## config.mk

```make
export PLATFORM = sky130hd
export DESIGN_NAME = branch_redirect_unit
export DESIGN_NICKNAME = d
export VERILOG_FILES = /design/src/rtl/bu_pkg.sv /design/src/rtl/bu_cond_eval.sv /design/src/rtl/bu_target_gen.sv /design/src/rtl/bu_seq_fsm.sv /design/src/rtl/branch_redirect_unit.sv
export SDC_FILE = /design/constraint.sdc
export NUM_CORES = 1
export LEC_CHECK = 0
export BUFFER_PORTS_ARGS = -buffer_cell sky130_fd_sc_hd__buf_2
export CAP_MARGIN = 40
export CORE_MARGIN = 2
export CORE_UTILIZATION = 45
export DETAILED_ROUTE_END_ITERATION = 10
export GPL_TIMING_DRIVEN = 0
export PLACE_DENSITY = 0.74
export SLEW_MARGIN = 20
export SYNTH_ARGS = -nofsm -noshare
export SYNTH_HDL_FRONTEND = slang
export SYNTH_SLANG_ARGS = --single-unit
```

## constraint.sdc

```tcl
create_clock -name clk -period 2.4 [get_ports clk]
set_clock_uncertainty 0.1 [all_clocks]
set_input_delay 0.24 -clock clk [delete_from_list [all_inputs] [get_ports clk]]
set_output_delay 0.24 -clock clk [all_outputs]
set_load 0.03 [all_outputs]
```

## src/rtl/bu_pkg.sv

```systemverilog
package bu_pkg;
    typedef enum logic [1:0] {
        ST_RUN      = 2'd0,
        ST_DSLOT    = 2'd1,
        ST_REFILL_A = 2'd2,
        ST_REFILL_B = 2'd3
    } bu_state_e;
endpackage

```

## src/rtl/bu_cond_eval.sv

```systemverilog
module bu_cond_eval #(
    parameter int XLEN = 32
) (
    input  logic [XLEN-1:0] cond_val,
    output logic            take
);
    // the not-equal-to-zero test
    always_comb begin
        take = (cond_val != '0);
    end
endmodule

```

## src/rtl/bu_target_gen.sv

```systemverilog
module bu_target_gen #(
    parameter int XLEN        = 32,
    parameter int INSTR_BYTES = 4
) (
    input  logic [XLEN-1:0] pc_in,
    input  logic [XLEN-1:0] offset_val,
    output logic [XLEN-1:0] jump_addr,
    output logic [XLEN-1:0] seq_addr
);
    localparam logic [XLEN-1:0] STEP = XLEN'(INSTR_BYTES);

    always_comb begin
        jump_addr = pc_in + offset_val;   // modulo 2^XLEN
        seq_addr  = pc_in + STEP;
    end
endmodule

```

## src/rtl/bu_seq_fsm.sv

```systemverilog
module bu_seq_fsm
    import bu_pkg::*;
(
    input  logic clk,
    input  logic rst_n,
    input  logic br_valid,
    input  logic take,
    input  logic delay_bit,
    output logic accept,
    output logic illegal,
    output logic redirect,
    output logic flush_fetch,
    output logic flush_decode,
    output logic bubble,
    output logic dslot_err
);
    bu_state_e state_q, state_d;
    logic      err_q;

    // branch acceptance: only in the normal flow; a branch in the slot is illegal
    always_comb begin
        accept  = br_valid && (state_q == ST_RUN);
        illegal = br_valid && (state_q == ST_DSLOT);
    end

    // next-state logic
    always_comb begin
        state_d = state_q;
        unique case (state_q)
            ST_RUN: begin
                if (accept && take) begin
                    state_d = delay_bit ? ST_DSLOT : ST_REFILL_A;
                end
            end
            ST_DSLOT:    state_d = ST_RUN;
            ST_REFILL_A: state_d = ST_REFILL_B;
            ST_REFILL_B: state_d = ST_RUN;
            default:     state_d = ST_RUN;
        endcase
    end

    // state register
    always_ff @(posedge clk or negedge rst_n) begin
        if (!rst_n) begin
            state_q <= ST_RUN;
            err_q   <= 1'b0;
        end else begin
            state_q <= state_d;
            err_q   <= illegal;
        end
    end

    // outputs
    always_comb begin
        redirect     = 1'b0;
        flush_fetch  = 1'b0;
        flush_decode = 1'b0;
        bubble       = 1'b0;
        unique case (state_q)
            ST_RUN: ;
            ST_DSLOT: begin
                redirect    = 1'b1;
                flush_fetch = 1'b1;
                bubble      = 1'b1;
            end
            ST_REFILL_A: begin
                redirect     = 1'b1;
                flush_fetch  = 1'b1;
                flush_decode = 1'b1;
                bubble       = 1'b1;
            end
            ST_REFILL_B: begin
                flush_fetch  = 1'b1;
                flush_decode = 1'b1;
                bubble       = 1'b1;
            end
            default: ;
        endcase
        dslot_err = err_q;
    end

    p_decode_flush_needs_fetch_r6: assert property (@(posedge clk) disable iff (!rst_n)
        flush_decode |-> flush_fetch);

    p_nodelay_cost_three_r6: assert property (@(posedge clk) disable iff (!rst_n)
        (accept && take && !delay_bit) |=> bubble ##1 bubble ##1 !bubble);

    p_delay_cost_two_r5: assert property (@(posedge clk) disable iff (!rst_n)
        (accept && take && delay_bit) |=> (bubble && !flush_decode) ##1 !bubble);

    p_not_taken_cost_one_r4: assert property (@(posedge clk) disable iff (!rst_n)
        (accept && !take) |=> !bubble);

    p_err_after_slot_r8: assert property (@(posedge clk) disable iff (!rst_n)
        (br_valid && state_q == ST_DSLOT) |=> (dslot_err && !bubble));

    p_redirect_single_r10: assert property (@(posedge clk) disable iff (!rst_n)
        redirect |=> !redirect);
endmodule

```

## src/rtl/branch_redirect_unit.sv

```systemverilog
module branch_redirect_unit #(
    parameter int XLEN        = 32,
    parameter int INSTR_BYTES = 4
) (
    input  logic            clk,
    input  logic            rst_n,
    input  logic            br_valid,
    input  logic [XLEN-1:0] cond_val,
    input  logic [XLEN-1:0] offset_val,
    input  logic            delay_bit,
    input  logic [XLEN-1:0] pc_in,
    output logic [XLEN-1:0] next_pc,
    output logic            redirect,
    output logic            flush_fetch,
    output logic            flush_decode,
    output logic            bubble,
    output logic            dslot_err
);
    logic            take;
    logic            accept;
    logic            illegal;
    logic [XLEN-1:0] jump_addr;
    logic [XLEN-1:0] seq_addr;
    logic [XLEN-1:0] npc_q;

    bu_cond_eval #(.XLEN(XLEN)) u_cond (
        .cond_val (cond_val),
        .take     (take)
    );

    bu_target_gen #(.XLEN(XLEN), .INSTR_BYTES(INSTR_BYTES)) u_tgt (
        .pc_in      (pc_in),
        .offset_val (offset_val),
        .jump_addr  (jump_addr),
        .seq_addr   (seq_addr)
    );

    bu_seq_fsm u_fsm (
        .clk          (clk),
        .rst_n        (rst_n),
        .br_valid     (br_valid),
        .take         (take),
        .delay_bit    (delay_bit),
        .accept       (accept),
        .illegal      (illegal),
        .redirect     (redirect),
        .flush_fetch  (flush_fetch),
        .flush_decode (flush_decode),
        .bubble       (bubble),
        .dslot_err    (dslot_err)
    );

    // next-PC register: loads on every evaluated branch, legal or not
    always_ff @(posedge clk or negedge rst_n) begin
        if (!rst_n) begin
            npc_q <= '0;
        end else if (accept) begin
            npc_q <= take ? jump_addr : seq_addr;
        end else if (illegal) begin
            npc_q <= seq_addr;                  // forced not-taken
        end
    end

    assign next_pc = npc_q;

    p_pc_hold_r9: assert property (@(posedge clk) disable iff (!rst_n)
        !br_valid |=> $stable(next_pc));

    p_taken_target_r3: assert property (@(posedge clk) disable iff (!rst_n)
        (accept && take) |=> (next_pc == $past(pc_in + offset_val)) && redirect);
endmodule

```

==> results.md, run 1 <==
| Metric | Reported |
| --- | --- |
| Fraction of post-synthesis cell area in the top cell type by area | 23.2% |
| Worst slack at placement | -391 ps |
| Placed instance count | 704 |
| Worst Setup Slack, final | 62.8 ps |
| N_diodes | 0 |
| Clock-pin transition on the worst setup and hold timing paths | 80 ps |
| Dominant cells by area after synthesis | sky130_fd_sc_hd__dfrtp_1 23%, sky130_fd_sc_hd__ha_1 12%, sky130_fd_sc_hd__xor2_1 6.3% |
| Hold WC Path Type | in -> reg |
| Maximum resistive drop on vdd | 0.000445 V |
| Result of the run | completed |
| Synth Area per Inst | 8.16 sq um |
| Launch instance of the worst register-to-register path | u_fsm.state_q[1] |
| Register area share after synthesis | 23.2% |
| Multi-input gate area | 0.00282 sq mm |
| RSZ-0062 raised after global routing | yes |
| Start-to-end type of the worst setup path | in -> reg |
| Reg-to-Reg End | next_pc[28] |
| Overall die width | 95.6 um |
| Overall global routing resource usage | 27.2% |
| Syn. warnings | 0 |
| Final setup fails | 0 |
| Starting density of the core | 46.2% |
| Wire length reported by the detailed router | 12.4 mm |
| Number of top-level design ports | 137 |
| CP startpoint kind | primary input |
| Minimum clock period | 2340 ps |
| Leakage Power | 2.28 nW |
| Crit path required time | 2470 ps |
| Reg2Reg Depth | 8 |
| Tcrit/Tclk final | 97.4% |
| Number of failing hold endpoints at the final stage | 0 |
| Violation count after the first detailed-routing iteration | 194 |
| Number of clock sinks | 35 |
| Share of final-layout standard cells stronger than drive strength 1 | 30.8% |
| Sort of element at the end of the critical path | flip-flop |
| MaxCap Viol Count | 0 |
| Final TNS setup | 0 ps |
| Library cell with the largest summed area after synthesis | sky130_fd_sc_hd__dfrtp_1 |
| Post-placement cell area | 0.00460 sq mm |
| Clock Root Buffer | sky130_fd_sc_hd__clkbuf_8 |
| Height of the die | 95.6 um |
| # rows | 33 |
| Achievable frequency | 428 MHz |
| Top flip-flop cell by instance count after synthesis | sky130_fd_sc_hd__dfrtp_1 |
| Net count of the mapped netlist | 601 |
| Via count of the first global-routing pass | 3969 |
| Wire length of the first global-routing pass | 19.2 mm |
| End point of the critical path | next_pc[30] |
| Total die area | 0.00914 sq mm |
| Post-synthesis cell type count | 63 |
| Number of buffers inserted by port buffering | 136 |
| First drt pass iteration count | 5 |
| Routed vias | 4259 |
| End-of-flow core utilization | 58.9% |
| HPWL after detailed placement | 9.56 mm |
| Maximum fanout encountered on the critical timing path | 3 |
| Final standard cell count with taps included and fillers excluded | 718 |
| Cell area after technology mapping | 0.00378 sq mm |
| R2r setup slk | 140 ps |
| Crit path DAT | 2410 ps |
| Slew Viols, Final | 0 |
| Share of async-settable or async-resettable flops after synthesis | 100% |
| Count of antenna-violating nets left after detailed routing | 0 |
| Clock buffer count from CTS | 5 |
| Startpoint of the worst setup timing path | offset_val[0] |
| Total of flip-flops plus latches after synthesis | 35 |
| Routed wire per std cell | 17.3 um |
| Pin count of the biggest net entering global routing | 36 |
| Vias per cell | 5.93 |
| CTS max path bufs | 2 |
| Fill cell count | 786 |
| Post-synthesis instance total | 463 |
| Clock latency at the later pin of the worst-skew pair | 300 ps |
| Minimum hold slack | 55.3 ps |
| Synth-to-Final Area Change | 27.5% |
| Antenna violations before repair | 0 |
| Core Area | 0.00818 sq mm |
| Layout Cell Area excl Fill | 0.00481 sq mm |
| Remaining global-route overflow | 0 |
| Total DRC errors in the routed layout | 0 |
| Global placement routability congestion | 0.938 |
| Count of flip-flops with a built-in enable after synthesis | 0 |
| Layout Nets | 750 |
| H-tree lvl count | 2 |
| Slew at the pin with the worst max-slew slack | 664 ps |
| Sequential Area | 876 sq um |
| PnR Total Power | 4.24 mW |
| Worst max-slew margin expressed relative to the limit | 55.3% |
| Power Density | 881 mW/mm^2 |
| CTS tree | yes |
registers in the layout, summed over array words and instances (netlist names):
register         cells
u_fsm.state_q        2
next_pc             32
u_fsm.dslot_err      1
cell usage in the layout (no fill, tap or decap), types with 3 or more instances in the layout:
cell,instances
sky130_fd_sc_hd__clkbuf_1,3
sky130_fd_sc_hd__xnor2_1,23
sky130_fd_sc_hd__and2_1,3
sky130_fd_sc_hd__a21oi_1,36
sky130_fd_sc_hd__nor2_1,29
sky130_fd_sc_hd__and3_1,15
sky130_fd_sc_hd__inv_1,7
sky130_fd_sc_hd__o21bai_1,4
sky130_fd_sc_hd__or3_1,4
sky130_fd_sc_hd__nand3_1,19
sky130_fd_sc_hd__buf_4,9
sky130_fd_sc_hd__o21ai_0,27
sky130_fd_sc_hd__clkbuf_2,4
sky130_fd_sc_hd__buf_2,138
sky130_fd_sc_hd__nand4_1,13
sky130_fd_sc_hd__ha_2,5
sky130_fd_sc_hd__o21a_1,6
sky130_fd_sc_hd__nand2b_1,3
sky130_fd_sc_hd__dfrtp_1,35
sky130_fd_sc_hd__ha_1,32
sky130_fd_sc_hd__xor2_1,27
sky130_fd_sc_hd__a21o_1,12
sky130_fd_sc_hd__o311ai_0,3
sky130_fd_sc_hd__nand2_1,47
sky130_fd_sc_hd__nor3_1,4
sky130_fd_sc_hd__nor4_1,9
sky130_fd_sc_hd__clkbuf_8,8
sky130_fd_sc_hd__a22oi_1,14
sky130_fd_sc_hd__o211ai_1,5
sky130_fd_sc_hd__a31oi_1,8
repair_timing:
action                                  4_1_cts  5_1_grt
endpoints found under the setup margin       23       31
gates resized for setup                       6       14
pin swaps                                     1        5
setup buffers                                 1        4
hold endpoints to repair                     35        0
cloned                                        0        0
hold buffers                                  1        0
cell families after synthesis:
kind of cell / count (synthesis) / share of synthesized area (%)
buffers and inverters: 24 / 3.58
adder cells (fa/ha/maj): 38 / 12.8
flip-flops: 35 / 23.2
AND/OR/NAND/NOR: 167 / 22.4
XOR/XNOR: 50 / 11.6
AO/OA/AOI/OAI: 147 / 25.9
multiplexers: 2 / 0.530
final cells by class:
cell class	instances	area share (%)
buffer	16	2.29
clock buffer	6	1.72
timing repair buffer	143	15.5
sequential	35	18.2
tap	105	2.73
inverter	7	0.546
clock inverter	2	0.338
multi-input combinational	404	58.6
per-layer routing:
metal  track usage (%)  wire [um]  part of all wire (%)
met1              34.5       5110                    41
met2              46.5       5870                    47
met3              3.79       1050                   8.5
met4              10.5        377                   3.0
met5                 0          0                     0
worst min path at each step:
| stage | from | end | slack, ps | depth (start not counted) |
|---|---|---|---|---|
| after floorplan | rst_n | next_pc[0] | -160 | 0 |
| after global placement | rst_n | next_pc[30] | 280 | 1 |
| after detailed placement | rst_n | next_pc[31] | 290 | 1 |
| after CTS | pc_in[0] | next_pc[0] | 60 | 3 |
| after global routing | pc_in[0] | next_pc[0] | 60 | 3 |
| final | pc_in[0] | next_pc[0] | 60 | 3 |
cell usage after synthesis (3+ instances only):
| cell type | count |
|---|---|
| sky130_fd_sc_hd__nor4_1 | 9 |
| sky130_fd_sc_hd__and3_1 | 15 |
| sky130_fd_sc_hd__nand3_1 | 19 |
| sky130_fd_sc_hd__nand2_1 | 49 |
| sky130_fd_sc_hd__and2_1 | 3 |
| sky130_fd_sc_hd__o311ai_0 | 3 |
| sky130_fd_sc_hd__a22oi_1 | 15 |
| sky130_fd_sc_hd__nor3_1 | 5 |
| sky130_fd_sc_hd__o21ai_0 | 29 |
| sky130_fd_sc_hd__nor2b_1 | 3 |
| sky130_fd_sc_hd__a21oi_1 | 36 |
| sky130_fd_sc_hd__o21a_1 | 6 |
| sky130_fd_sc_hd__nand4_1 | 13 |
| sky130_fd_sc_hd__clkbuf_1 | 8 |
| sky130_fd_sc_hd__nor2_1 | 30 |
| sky130_fd_sc_hd__ha_1 | 37 |
| sky130_fd_sc_hd__or3_1 | 4 |
| sky130_fd_sc_hd__nand2b_1 | 3 |
| sky130_fd_sc_hd__buf_4 | 4 |
| sky130_fd_sc_hd__xnor2_1 | 23 |
| sky130_fd_sc_hd__inv_1 | 7 |
| sky130_fd_sc_hd__o211ai_1 | 5 |
| sky130_fd_sc_hd__xor2_1 | 27 |
| sky130_fd_sc_hd__dfrtp_1 | 35 |
| sky130_fd_sc_hd__a31oi_1 | 8 |
| sky130_fd_sc_hd__o21bai_1 | 4 |
| sky130_fd_sc_hd__a21o_1 | 12 |
critical path, cell delays in order:
cell and delay (ps):
sky130_fd_sc_hd__buf_2 100, sky130_fd_sc_hd__ha_2 200, sky130_fd_sc_hd__fa_2 370, sky130_fd_sc_hd__a21o_1 210
sky130_fd_sc_hd__a22oi_2 170, sky130_fd_sc_hd__nand4bb_1 220, sky130_fd_sc_hd__nand3_1 170, sky130_fd_sc_hd__o21ai_2 100
sky130_fd_sc_hd__o41a_1 380, sky130_fd_sc_hd__mux2i_1 180, sky130_fd_sc_hd__o21ai_0 90
power breakdown:
part	switching [mW]	leakage (nW)	internal, mW
clock	0.263	0.0474	0.235
combinational	1.76	1.82	0.907
sequential	0.187	0.418	0.892
total	2.21	2.28	2.03
(Power assumes the default switching activity.)
==> inputs of run 2 (changes only) <==
- CELL_PAD_IN_SITES_DETAIL_PLACEMENT: not set -> 0
- CELL_PAD_IN_SITES_GLOBAL_PLACEMENT: not set -> 1
- CORE_UTILIZATION: 45 -> 36
- PLACE_DENSITY: 0.74 -> 0.81
==> results.md, run 2 (synthesis gave the netlist of run 1 again) <==
| Metric | Reported | Delta |
| --- | --- | --- |
| Global placement routability congestion | 0.845 | -9.9% |
| Final setup fails | 0 | unchanged |
| Met3 demand-to-capacity share in global routing | 2.70% | -1.1 points |
| Starting density of the core | 36.9% | -9.3 points |
| Overall global routing resource usage | 22.0% | -5.2 points |
| Start-to-end type of the worst setup path | in -> reg |  |
| Layout Cell Area excl Fill | 0.00482 sq mm | +0.10% |
| First drt pass iteration count | 5 | unchanged |
| Sort of element at the end of the critical path | flip-flop |  |
| Flip-flop count of the largest register after layout | 32 | unchanged |
| Power Density | 866 mW/mm^2 | -1.8% |
| MaxCap Viol Count | 0 | unchanged |
| Maximum resistive drop on vdd | 0.000467 V | +5.0% |
| Worst slack at placement | -301 ps | +90.2 ps |
| Clock latency at the later pin of the worst-skew pair | 290 ps | about the same |
| Height of the die | 106 um | +11% |
| CP startpoint kind | primary input |  |
| Remaining global-route overflow | 0 | unchanged |
| Achievable frequency | 424 MHz | -0.98% |
| Crit path required time | 2530 ps | +60 ps |
| Total die area | 0.0113 sq mm | +24% |
| Int Pwr | 1.99 mW | -2.2% |
| Routed wire per std cell | 17.1 um | -1.2% |
| Overall die width | 106 um | +11% |
| Number of top-level design ports | 137 | unchanged |
| Number of buffers inserted by port buffering | 136 | unchanged |
| Tcrit/Tclk final | 98.3% | +0.96 points |
| CTS tree | yes |  |
| Met2 Usage GRT | 39.5% | -7.0 points |
| Vias per cell | 5.59 | -5.7% |
| Via count of the first global-routing pass | 3979 | +0.25% |
| N_diodes | 0 | unchanged |
| Antenna violations before repair | 0 | unchanged |
| Largest incremental delay on the critical path | 550 ps | +170 ps |
| Wire length reported by the detailed router | 12.8 mm | +2.8% |
| RSZ-0062 raised after global routing | yes |  |
| Commonest non-fill, non-tap cell in the layout | sky130_fd_sc_hd__buf_2 |  |
| Number of failing hold endpoints at the final stage | 0 | unchanged |
| Cell with the largest stage delay on the worst path | sky130_fd_sc_hd__or4_1 |  |
| Slew Viols, Final | 0 | unchanged |
| Sw Ratio | 52.3% | +0.25 points |
| CP Cell Sequence | buf_2 > ha_1 > buf_4 > nand4_1 > o221ai_2 > a31oi_1 > or2_1 > nand2_1 > o221ai_2 > or4_1 > nand3_1 |  |
| Leakage Power | 2.26 nW | -0.76% |
| H-tree lvl count | 2 | unchanged |
| Share of total power in the clock network | 10.6% | -1.1 points |
| Share of power burned in combinational logic | 63.5% | +0.7 points |
| Share of final-layout standard cells stronger than drive strength 1 | 30.4% | -0.39 points |
| Result of the run | completed |  |
| Sw power | 2.18 mW | -1.2% |
| Total DRC errors in the routed layout | 0 | unchanged |
| Top Usage Layer GRT | met2 |  |
| Most used cell along the critical path | sky130_fd_sc_hd__o221ai_2 |  |
| Relative contribution of sequential cells to total power | 26.0% | +0.6 points |
| # rows | 37 | +12% |
| Clock-pin transition on the worst setup and hold timing paths | 70 ps | about the same |
| Maximum fanout encountered on the critical timing path | 8 | +5 |
| Met1 Resource Use GR | 28.7% | -5.7 points |
| Core Area | 0.0102 sq mm | +25% |
| Number of clock sinks | 35 | unchanged |
| Pin count of the biggest net entering global routing | 26 | -28% |
| Count of antenna-violating nets left after detailed routing | 0 | unchanged |
| CTS max path bufs | 2 | unchanged |
| Clock Root Buffer | sky130_fd_sc_hd__clkbuf_8 |  |
| Routed vias | 4177 | -1.9% |
| HPWL after detailed placement | 10.2 mm | +7.3% |
| Post-placement cell area | 0.00465 sq mm | +1.3% |
| Worst max-slew margin expressed relative to the limit | 59.0% | +3.6 points |
| Hold WC Path Type | in -> reg |  |
| Layout Nets | 748 | -0.27% |
| Worst Setup Slack, final | 39.7 ps | -23.1 ps |
| Synth-to-Final Area Change | 27.6% |  |
| Crit path DAT | 2490 ps | +80 ps |
| Wire length of the first global-routing pass | 20.0 mm | +4.2% |
| Slew at the pin with the worst max-slew slack | 611 ps | -53.7 ps |
| Minimum clock period | 2360 ps | +23.1 ps |
| Most used cells in the layout excluding fill and tap cells | 137 x sky130_fd_sc_hd__buf_2, 48 x sky130_fd_sc_hd__nand2_1, 35 x sky130_fd_sc_hd__a21oi_1, 35 x sky130_fd_sc_hd__dfrtp_1, 34 x sky130_fd_sc_hd__ha_1 |  |
| Violation count after the first detailed-routing iteration | 226 | +16% |
| Clock buffer count from CTS | 5 | unchanged |
-- run 2: cell count changes in the layout (fill, tap and decap cells not counted), sizes merged --
cell / delta
clkbuf: +3
buf: -4
clkinvlp: -1
-- run 2: power groups by stage --
stage          Clock, mW  Combinational [mW]  Sequential [mW]
2_1_floorplan          0                1.24             1.60
3_3_place_gp           0                2.55             1.09
3_5_place_dp           0                2.61             1.09
4_1_cts            0.442                2.62             1.08
5_1_grt            0.468                2.87             1.12
6_report           0.441                2.65             1.08
-- run 2: critical path: cells and delay by family --
family	cells	cell delay (ps)
AO/OA/AOI/OAI	3	560
adder cells (fa/ha/maj)	1	270
buffers and inverters	2	290
AND/OR/NAND/NOR	5	1120
-- run 2: path summary, 6_finish.rpt --
path	from	endpoint	slack [ps]	cells past startpoint
min in group asynchronous	rst_n	next_pc[29]	270	2
max reg2reg	u_fsm.state_q[0]	next_pc[26]	200	7
max	pc_in[15]	next_pc[31]	40	11
min reg2reg	next_pc[4]	next_pc[4]	390	2
min	pc_in[0]	next_pc[0]	70	3
max in group asynchronous	rst_n	u_fsm.state_q[1]	1480	3
-- run 2: layer usage --
metal / routed length [um] / part of all wire [%]
met5: 0 / 0
met4: 165 / 1.3
met3: 841 / 6.6
met2: 6090 / 48
met1: 5650 / 44
-- run 2: per-stage QoR --
step | total power, mW | setup TNS (ps) | utilization [%] | cells | hold slack (ps)
2_1_floorplan | 2.84 | 0 | - | 463 | -156
3_3_place_gp | 3.64 | -3640 | 45.3 | 735 | 289
3_5_place_dp | 3.70 | -4260 | 45.5 | 736 | 57.5
4_1_cts | 4.15 | 0 | 46.4 | 745 | 68.4
5_1_grt | 4.46 | -79.7 | 47.1 | 747 | 113
6_report | 4.17 | 0 | 47.1 | 747 | 67.5
-- run 2: what timing repair did --
item | 4_1_cts | 5_1_grt
setup buffers | 0 | 2
endpoints found under the setup margin | 18 | 30
gates resized for setup | 4 | 17
hold endpoints to repair | 10 | 0
pin swaps | 0 | 3
hold buffers | 1 | 0
-- run 2: layout make-up --
cell class / count / area, sq um
multi-input combinational: 404 / 2820
tap: 136 / 170
sequential: 35 / 876
inverter: 7 / 26.3
timing repair buffer: 140 / 726
fill: 1081 / 5410
clock buffer: 7 / 76.3
clock inverter: 1 / 5.00
buffer: 17 / 116
